--- src/rtl/scan_eng_pkg.sv ---
package scan_eng_pkg;

  localparam logic [2:0] OFS_STATUS = 3'd0;
  localparam logic [2:0] OFS_PORTS  = 3'd1;
  localparam logic [2:0] OFS_PUSH1  = 3'd2;
  localparam logic [2:0] OFS_PUSH2  = 3'd3;
  localparam logic [2:0] OFS_WORD   = 3'd4;

  typedef enum logic [1:0] {
    SQ_IDLE  = 2'd0,
    SQ_WALK  = 2'd1,
    SQ_LEN   = 2'd2,
    SQ_SHIFT = 2'd3
  } seq_state_t;

  // Number of TMS bits a walk argument emits: index of its highest set bit.
  function automatic logic [2:0] walk_len(input logic [5:0] arg);
    logic [2:0] n;
    n = 3'd0;
    for (int i = 1; i < 6; i++) begin
      if (arg[i]) n = 3'(i);
    end
    return n;
  endfunction

  // Payload bit count from a length byte; its top bit is ignored.
  function automatic logic [7:0] len_to_bits(input logic [7:0] lb);
    return {1'b0, lb[6:0]} + 8'd1;
  endfunction

  // Occupancy field of the status word, saturated to three bits.
  function automatic logic [2:0] occ_field(input int unsigned cnt);
    return (cnt > 7) ? 3'd7 : 3'(cnt);
  endfunction

endpackage

--- src/rtl/scan_wfifo.sv ---
module scan_wfifo #(
  parameter int AW = 4
) (
  input  logic        clk,
  input  logic        rst_n,
  input  logic [2:0]  push_n,
  input  logic [31:0] push_data,
  input  logic        pop,
  output logic [7:0]  head,
  output logic        empty,
  output logic [AW:0] count
);
  localparam int DEPTH = 1 << AW;

  logic [7:0]    mem [DEPTH];
  logic [AW-1:0] wr_ptr, rd_ptr;
  logic [AW:0]   room;
  logic          accept;

  assign room   = (AW+1)'(DEPTH) - count;
  assign accept = (push_n != 3'd0) && (room >= (AW+1)'(push_n));
  assign empty  = (count == '0);
  assign head   = mem[rd_ptr];

  always_ff @(posedge clk) begin
    for (int i = 0; i < 4; i++) begin
      if (accept && (i < int'(push_n)))
        mem[wr_ptr + AW'(i)] <= push_data[8*i +: 8];
    end
  end

  always_ff @(posedge clk or negedge rst_n) begin
    if (!rst_n) begin
      wr_ptr <= '0;
      rd_ptr <= '0;
      count  <= '0;
    end else begin
      if (accept) wr_ptr <= wr_ptr + AW'(push_n);
      if (pop)    rd_ptr <= rd_ptr + 1'b1;
      count <= count + (accept ? (AW+1)'(push_n) : '0) - (pop ? (AW+1)'(1) : '0);
    end
  end

  assert_wfifo_bound_R2: assert property (@(posedge clk) disable iff (!rst_n)
    count <= (AW+1)'(DEPTH));

  assert_wfifo_pop_R2: assert property (@(posedge clk) disable iff (!rst_n)
    pop |-> !empty);

endmodule

--- src/rtl/scan_rfifo.sv ---
module scan_rfifo #(
  parameter int AW = 2
) (
  input  logic        clk,
  input  logic        rst_n,
  input  logic        push,
  input  logic [31:0] push_word,
  input  logic        pop,
  output logic [31:0] head,
  output logic        empty
);
  localparam int DEPTH = 1 << AW;

  logic [31:0]   mem [DEPTH];
  logic [AW-1:0] wr_ptr, rd_ptr;
  logic [AW:0]   count;
  logic          do_push, do_pop;

  assign empty   = (count == '0);
  assign do_push = push && (count != (AW+1)'(DEPTH));
  assign do_pop  = pop && !empty;
  assign head    = empty ? 32'd0 : mem[rd_ptr];

  always_ff @(posedge clk) begin
    if (do_push) mem[wr_ptr] <= push_word;
  end

  always_ff @(posedge clk or negedge rst_n) begin
    if (!rst_n) begin
      wr_ptr <= '0;
      rd_ptr <= '0;
      count  <= '0;
    end else begin
      if (do_push) wr_ptr <= wr_ptr + 1'b1;
      if (do_pop)  rd_ptr <= rd_ptr + 1'b1;
      count <= count + (do_push ? (AW+1)'(1) : '0) - (do_pop ? (AW+1)'(1) : '0);
    end
  end

  assert_rfifo_bound_R8: assert property (@(posedge clk) disable iff (!rst_n)
    count <= (AW+1)'(DEPTH));

endmodule

--- src/rtl/scan_sequencer.sv ---
module scan_sequencer
  import scan_eng_pkg::*;
(
  input  logic        clk,
  input  logic        rst_n,
  input  logic        wf_empty,
  input  logic [7:0]  wf_head,
  output logic        wf_pop,
  input  logic        tdo_i,
  output logic        tck_o,
  output logic        tms_o,
  output logic        tdi_o,
  output logic        busy_o,
  output logic        cap_push_o,
  output logic [31:0] cap_word_o
);
  seq_state_t  state;
  logic        ph;          // 0: set up data with TCK low, 1: raise TCK
  logic [5:0]  walk_sh;
  logic [2:0]  walk_cnt;
  logic        pl_pend;
  logic        cap_en;
  logic [7:0]  bits_left;
  logic [7:0]  byte_sh;
  logic [3:0]  byte_left;
  logic [31:0] cap_word;
  logic [4:0]  cap_idx;

  // named internal events
  logic have_byte, need_byte, last_bit, rise_evt;
  logic [31:0] cap_next;

  assign have_byte  = !wf_empty;
  assign need_byte  = (byte_left == 4'd0);
  assign last_bit   = (bits_left == 8'd1);
  assign rise_evt   = ph && ((state == SQ_WALK) || (state == SQ_SHIFT));
  assign busy_o     = (state != SQ_IDLE);
  assign cap_next   = cap_word | (32'(tdo_i) << cap_idx);
  assign cap_push_o = (state == SQ_SHIFT) && ph && cap_en &&
                      ((cap_idx == 5'd31) || last_bit);
  assign cap_word_o = cap_next;

  always_comb begin
    unique case (state)
      SQ_IDLE:  wf_pop = have_byte;
      SQ_LEN:   wf_pop = have_byte;
      SQ_SHIFT: wf_pop = !ph && need_byte && have_byte;
      default:  wf_pop = 1'b0;
    endcase
  end

  always_ff @(posedge clk or negedge rst_n) begin
    if (!rst_n) begin
      state     <= SQ_IDLE;
      ph        <= 1'b0;
      tck_o     <= 1'b0;
      tms_o     <= 1'b1;
      tdi_o     <= 1'b0;
      walk_sh   <= '0;
      walk_cnt  <= '0;
      pl_pend   <= 1'b0;
      cap_en    <= 1'b0;
      bits_left <= '0;
      byte_sh   <= '0;
      byte_left <= '0;
      cap_word  <= '0;
      cap_idx   <= '0;
    end else begin
      unique case (state)
        SQ_IDLE: begin
          tck_o <= 1'b0;
          ph    <= 1'b0;
          if (have_byte) begin
            if (!wf_head[7]) begin
              walk_sh  <= wf_head[5:0];
              walk_cnt <= walk_len(wf_head[5:0]);
              pl_pend  <= wf_head[6];
              cap_en   <= 1'b0;
              if (walk_len(wf_head[5:0]) != 3'd0) state <= SQ_WALK;
              else if (wf_head[6])                state <= SQ_LEN;
            end else begin
              pl_pend <= 1'b0;
              cap_en  <= wf_head[2];
              if (wf_head[4]) state <= SQ_LEN;
            end
          end
        end
        SQ_WALK: begin
          if (!ph) begin
            tck_o <= 1'b0;
            tms_o <= walk_sh[0];
            ph    <= 1'b1;
          end else begin
            tck_o    <= 1'b1;
            walk_sh  <= walk_sh >> 1;
            walk_cnt <= walk_cnt - 3'd1;
            ph       <= 1'b0;
            if (walk_cnt == 3'd1) state <= pl_pend ? SQ_LEN : SQ_IDLE;
          end
        end
        SQ_LEN: begin
          tck_o <= 1'b0;
          if (have_byte) begin
            bits_left <= len_to_bits(wf_head);
            byte_left <= 4'd0;
            cap_word  <= '0;
            cap_idx   <= '0;
            ph        <= 1'b0;
            state     <= SQ_SHIFT;
          end
        end
        SQ_SHIFT: begin
          if (!ph) begin
            tck_o <= 1'b0;
            tms_o <= 1'b0;
            if (!need_byte) begin
              tdi_o     <= byte_sh[0];
              byte_sh   <= byte_sh >> 1;
              byte_left <= byte_left - 4'd1;
              ph        <= 1'b1;
            end else if (have_byte) begin
              tdi_o     <= wf_head[0];
              byte_sh   <= {1'b0, wf_head[7:1]};
              byte_left <= 4'd7;
              ph        <= 1'b1;
            end
          end else begin
            tck_o     <= 1'b1;
            ph        <= 1'b0;
            bits_left <= bits_left - 8'd1;
            if (cap_en) begin
              cap_word <= cap_push_o ? 32'd0 : cap_next;
              cap_idx  <= cap_idx + 5'd1;
            end
            if (last_bit) state <= SQ_IDLE;
          end
        end
        default: state <= SQ_IDLE;
      endcase
    end
  end

  assert_pins_steady_R7: assert property (@(posedge clk) disable iff (!rst_n)
    tck_o |-> ($stable(tms_o) && $stable(tdi_o)));

  assert_tck_single_R7: assert property (@(posedge clk) disable iff (!rst_n)
    tck_o |=> !tck_o);

  assert_rise_from_busy_R7: assert property (@(posedge clk) disable iff (!rst_n)
    $rose(tck_o) |-> $past(busy_o));

  assert_shift_tms_low_R6: assert property (@(posedge clk) disable iff (!rst_n)
    ((state == SQ_SHIFT) && tck_o) |-> !tms_o);

  assert_rise_event_R7: assert property (@(posedge clk) disable iff (!rst_n)
    rise_evt |=> tck_o);

endmodule

--- src/rtl/scan_cmd_engine.sv ---
module scan_cmd_engine
  import scan_eng_pkg::*;
#(
  parameter int WF_AW = 4,
  parameter int RF_AW = 2,
  parameter int PORTS = 8
) (
  input  logic             clk,
  input  logic             rst_n,
  input  logic             reg_wr,
  input  logic             reg_rd,
  input  logic [2:0]       reg_addr,
  input  logic [31:0]      reg_wdata,
  output logic [31:0]      reg_rdata,
  output logic [PORTS-1:0] port_en,
  output logic             tck,
  output logic             tms,
  output logic             tdi,
  input  logic             tdo
);
  logic [2:0]       push_n;
  logic             wf_pop, wf_empty;
  logic [7:0]       wf_head;
  logic [WF_AW:0]   wf_count;
  logic             busy, cap_push;
  logic [31:0]      cap_word, rf_head;
  logic             rf_empty, rf_pop;
  logic [PORTS-1:0] en_req;
  logic             en_ok;

  always_comb begin
    push_n = 3'd0;
    if (reg_wr) begin
      unique case (reg_addr)
        OFS_PUSH1: push_n = 3'd1;
        OFS_PUSH2: push_n = 3'd2;
        OFS_WORD:  push_n = 3'd4;
        default:   push_n = 3'd0;
      endcase
    end
  end

  assign rf_pop = reg_rd && (reg_addr == OFS_WORD);
  assign en_req = reg_wdata[PORTS-1:0];
  assign en_ok  = ((en_req & (en_req - 1'b1)) == '0);

  always_ff @(posedge clk or negedge rst_n) begin
    if (!rst_n) port_en <= '0;
    else if (reg_wr && (reg_addr == OFS_PORTS) && en_ok) port_en <= en_req;
  end

  always_comb begin
    unique case (reg_addr)
      OFS_STATUS: reg_rdata = {busy, occ_field(32'(wf_count)), 28'd0};
      OFS_PORTS:  reg_rdata = 32'(port_en);
      OFS_WORD:   reg_rdata = rf_head;
      default:    reg_rdata = 32'd0;
    endcase
  end

  scan_wfifo #(.AW(WF_AW)) u_wfifo (
    .clk       (clk),
    .rst_n     (rst_n),
    .push_n    (push_n),
    .push_data (reg_wdata),
    .pop       (wf_pop),
    .head      (wf_head),
    .empty     (wf_empty),
    .count     (wf_count)
  );

  scan_sequencer u_seq (
    .clk        (clk),
    .rst_n      (rst_n),
    .wf_empty   (wf_empty),
    .wf_head    (wf_head),
    .wf_pop     (wf_pop),
    .tdo_i      (tdo),
    .tck_o      (tck),
    .tms_o      (tms),
    .tdi_o      (tdi),
    .busy_o     (busy),
    .cap_push_o (cap_push),
    .cap_word_o (cap_word)
  );

  scan_rfifo #(.AW(RF_AW)) u_rfifo (
    .clk       (clk),
    .rst_n     (rst_n),
    .push      (cap_push),
    .push_word (cap_word),
    .pop       (rf_pop),
    .head      (rf_head),
    .empty     (rf_empty)
  );

  assert_port_onehot_R10: assert property (@(posedge clk) disable iff (!rst_n)
    $onehot0(port_en));

  assert_empty_read_R9: assert property (@(posedge clk) disable iff (!rst_n)
    (rf_empty && (reg_addr == OFS_WORD)) |-> (reg_rdata == 32'd0));

endmodule

--- config.mk ---
export PLATFORM = sky130hd
export DESIGN_NAME = scan_cmd_engine
export DESIGN_NICKNAME = d
export VERILOG_FILES = /design/src/rtl/scan_eng_pkg.sv /design/src/rtl/scan_wfifo.sv /design/src/rtl/scan_rfifo.sv /design/src/rtl/scan_sequencer.sv /design/src/rtl/scan_cmd_engine.sv
export SDC_FILE = /design/constraint.sdc
export NUM_CORES = 1
export LEC_CHECK = 0
export ABC_CLOCK_PERIOD_IN_PS = 3600
export BUFFER_PORTS_ARGS = -buffer_cell sky130_fd_sc_hd__buf_2
export CAP_MARGIN = 20
export CELL_PAD_IN_SITES_DETAIL_PLACEMENT = 0
export CELL_PAD_IN_SITES_GLOBAL_PLACEMENT = 1
export CORE_MARGIN = 4
export CORE_UTILIZATION = 51
export CTS_CLUSTER_SIZE = 25
export DETAILED_ROUTE_END_ITERATION = 8
export GPL_TIMING_DRIVEN = 0
export PLACE_DENSITY = 0.82
export SKIP_LAST_GASP = 1
export SLEW_MARGIN = 40
export SYNTH_ARGS = -nofsm -noshare
export SYNTH_HDL_FRONTEND = slang
export SYNTH_SLANG_ARGS = --single-unit
--- constraint.sdc ---
create_clock -name clk -period 3.6 [get_ports clk]
set_input_delay 0.36 -clock clk [delete_from_list [all_inputs] [get_ports clk]]
set_output_delay 0.36 -clock clk [all_outputs]
set_load 0.02 [all_outputs]
==> flow_summary.ini <==
[run_status]
status = finished clean

[critical_path]
crit_family = buffers and inverters
critical_path_required_ns = 3.84
crit_buf_inv = 3
crit-reg2reg-launch = u_wfifo.wr_ptr[1]
critPathMaxFanout = 10
cp-end-kind = flip-flop
crit_start = u_wfifo.wr_ptr[1]
critPathKind = reg2reg
cp_data_arrival_time_ns = 3.77
critPathMaxStageDelay_ns = 0.50
start_kind = flip-flop
regToRegSetupSlack_ns = 0.07
critPathSlowestCell = dfrtp_1
worstPathCellList = clkbuf_2 > inv_1 > ha_1 > a21oi_2 > xor2_2 > buf_2 > nand3_2 > o21ai_0 > a21o_1

[flow_run]
cap_violations = 0

[layout]
num-nets-final = 2069
layout-drive-gt1-share = 0.173
seqCellArea_sq_um = 10200
multi_input_area_sq_um = 9480
syn_to_final_growth_pct = 14.1
fill_cells = 3293
antenna_cells = 0
final_util = 0.595

[power]
p_per_area_nw_per_um2 = 686
power.total_uw = 16000
leakage_uw = 0.00857
ir_drop_mv = 0.628

[placed_design]
io_buffers = 72
dp_slack_ns = -1.22
place_congestion = 1.07
dp_hpwl_microns = 50800

[floorplan]
io_pins = 83
die_w_microns = 208
die_area_sq_um = 43300
coreArea_sq_um = 39100
die_h_microns = 208
initial_core_util = 0.522
rows = 72

[synth]
ys_types = 83
synthTopCellsByCount = edfxtp_1, o21ai_0, nand2_1
seq_area_frac_synth = 0.501
synthArstFlopShare = 0.283
synth_area_sq_um = 20400
synthCells = 1852
ys_top_cells_by_area = edfxtp_1, dfrtp_1, mux4_2, o21ai_0, nand2_1
synth-edff-count = 256
yosysTopAreaCell = edfxtp_1
yosys_warnings = 0
avgSynthCellArea_sq_um = 11.0
yosysMostFrequentCell = edfxtp_1
syn_nets = 1929
synth_top_area_frac = 0.377
synthFlopType = edfxtp_1
ys_ff_latch = 357

[route]
wire_per_inst_microns = 28.0
ant_nets = 0
routed_wl_microns = 71200
first_iter_violations = 2478
vias = 17030
drc = 0
dr.pass1.iters = 6
viasPerCell = 6.70

[sta]
post-route-period-util = 0.979
fin_ws_ns = 0.0739
fin_worst_skew_ns = 0.0263
slew_headroom = 0.373
drv_slew = 0
whs_ns = 0.246
setup_viol = 0
period_needed_ns = 3.53
tightest_slew_ns = 0.940
clock.fmax_mhz = 284
hold_violations = 0
tns_ns = 0
rsz0062_at_grt = true

[global_routing]
antenna_found_initial = 0
grt_pass1_wl_microns = 106000
grt_max_degree = 68
grt_pass1_vias = 16315
grt_usage = 0.322
grt_overflow = 0

[clock_network]
cts-htree-levels = 2
clock_sinks = 357
cts_tree = done
worstSkewPairLatency_ns = 0.59
clkTransAtPathRegs_ns = 0.06
cts_made_buffers = 40
cts_root_buf = clkbuf_16
clk_path_buf_depth = 3

[worst_hold_path]
hold_path.class = in2async
-- worst reg2reg max path, delay by kind of cell (launching register included) --
family                     cells  cell delay [ns]
buffers and inverters          3             0.94
and+or+nand+nor                1             0.21
xor gates and xnor gates       1             0.39
AOI/OAI and AO/OA              3             0.89
DFF                            1             0.50
adders and majority gates      1             0.26
-- through the flow --
| stage | instance area [sq um] | instances |
|---|---|---|
| after floorplan | 20400 | 1852 |
| after global placement | 21400 | 2442 |
| after CTS | 23100 | 2528 |
| after global routing | 23300 | 2541 |
| after detailed placement | 21500 | 2445 |
| final | 23300 | 2541 |
-- layout by cell type, fill, tap and decap left out, drive strengths merged, types with 4 or more instances in the layout --
cell type / instances
nand3: 52
nor4: 13
o32ai: 16
xor2: 9
dfrtp: 100
mux4: 64
mux2i: 57
edfxtp: 256
xnor2: 14
clkinv: 10
nand2b: 16
a21o: 40
inv: 47
and3: 49
a22o: 14
nand4: 23
o2bb2ai: 40
nor2: 62
o22ai: 31
o31ai: 20
nor3: 29
ha: 34
a21boi: 35
nor2b: 5
and2: 35
nand2: 163
a211oi: 42
mux2: 5
bufinv: 6
a21oi: 115
and3b: 4
nor3b: 16
a22oi: 20
buf: 171
o21ai: 175
or3: 29
or4: 7
o21bai: 4
a31oi: 9
clkbuf: 143
-- what timing repair did --
| action | in CTS | in global routing |
|---|---|---|
| pin swaps | 6 | 5 |
| setup endpoints to repair | 151 | 142 |
| gates resized for setup | 14 | 18 |
| buffers inserted | 9 | 11 |
| hold buffers | 1 | 0 |
| endpoints found under the hold margin | 34 | 0 |
-- report_power, final --
group	internal, uW	switching (uW)
sequential	4890	283
clock	2580	1790
combinational	2240	4180
-- cell families (layout without fill, tap and decap cells) --
kind of cell	after synthesis	after routing	synth area share
XOR/XNOR	23	23	0.00988
adder cells (fa/ha/maj)	38	38	0.0243
AND/OR/NAND/NOR	511	511	0.134
AO/OA/AOI/OAI	587	587	0.185
multiplexers	126	126	0.101
flip-flops	357	357	0.501
buffers and inverters	210	381	0.0442
-- area by class of cell --
class                   count  area share
clock inverters            23      0.0146
inverters                  43     0.00694
plain buffers             167      0.0332
flip-flops and latches    357       0.439
clock buffers              50      0.0459
multi-input cells        1285       0.407
repair buffers             98      0.0253
well taps                 518      0.0278
-- per-layer routing --
layer / share of wire / global-route usage / vias to the layer above
met1: 0.39 / 0.444 / 8371
met3: 0.097 / 0.0604 / 242
li1: - / - / 7378
met2: 0.45 / 0.503 / 1039
met4: 0.055 / 0.145 / 0
met5: 0 / 0 / -
-- path summary, 6_finish.rpt --
kind	end	depth (start not counted)
setup / recovery	u_wfifo.mem[6][1]	9
hold / removal	u_seq.cap_word[24]	2
setup reg to reg	u_wfifo.mem[6][1]	9
hold reg to reg	u_seq.tms_o	2
max in group asynchronous	u_seq.tms_o	3
min in group clk	u_rfifo.rd_ptr[0]	3
-- flip-flops by register name, summed over array words and instances (netlist names), 3 cells and up --
register	count
port_en	8
u_rfifo.count	3
u_rfifo.mem	128
u_seq.bits_left	8
u_seq.byte_left	4
u_seq.byte_sh	7
u_seq.cap_idx	5
u_seq.cap_word	32
u_seq.walk_cnt	3
u_seq.walk_sh	6
u_wfifo.count	5
u_wfifo.mem	128
u_wfifo.rd_ptr	4
u_wfifo.wr_ptr	4
Note: power is estimated with default switching activity, not from simulation.
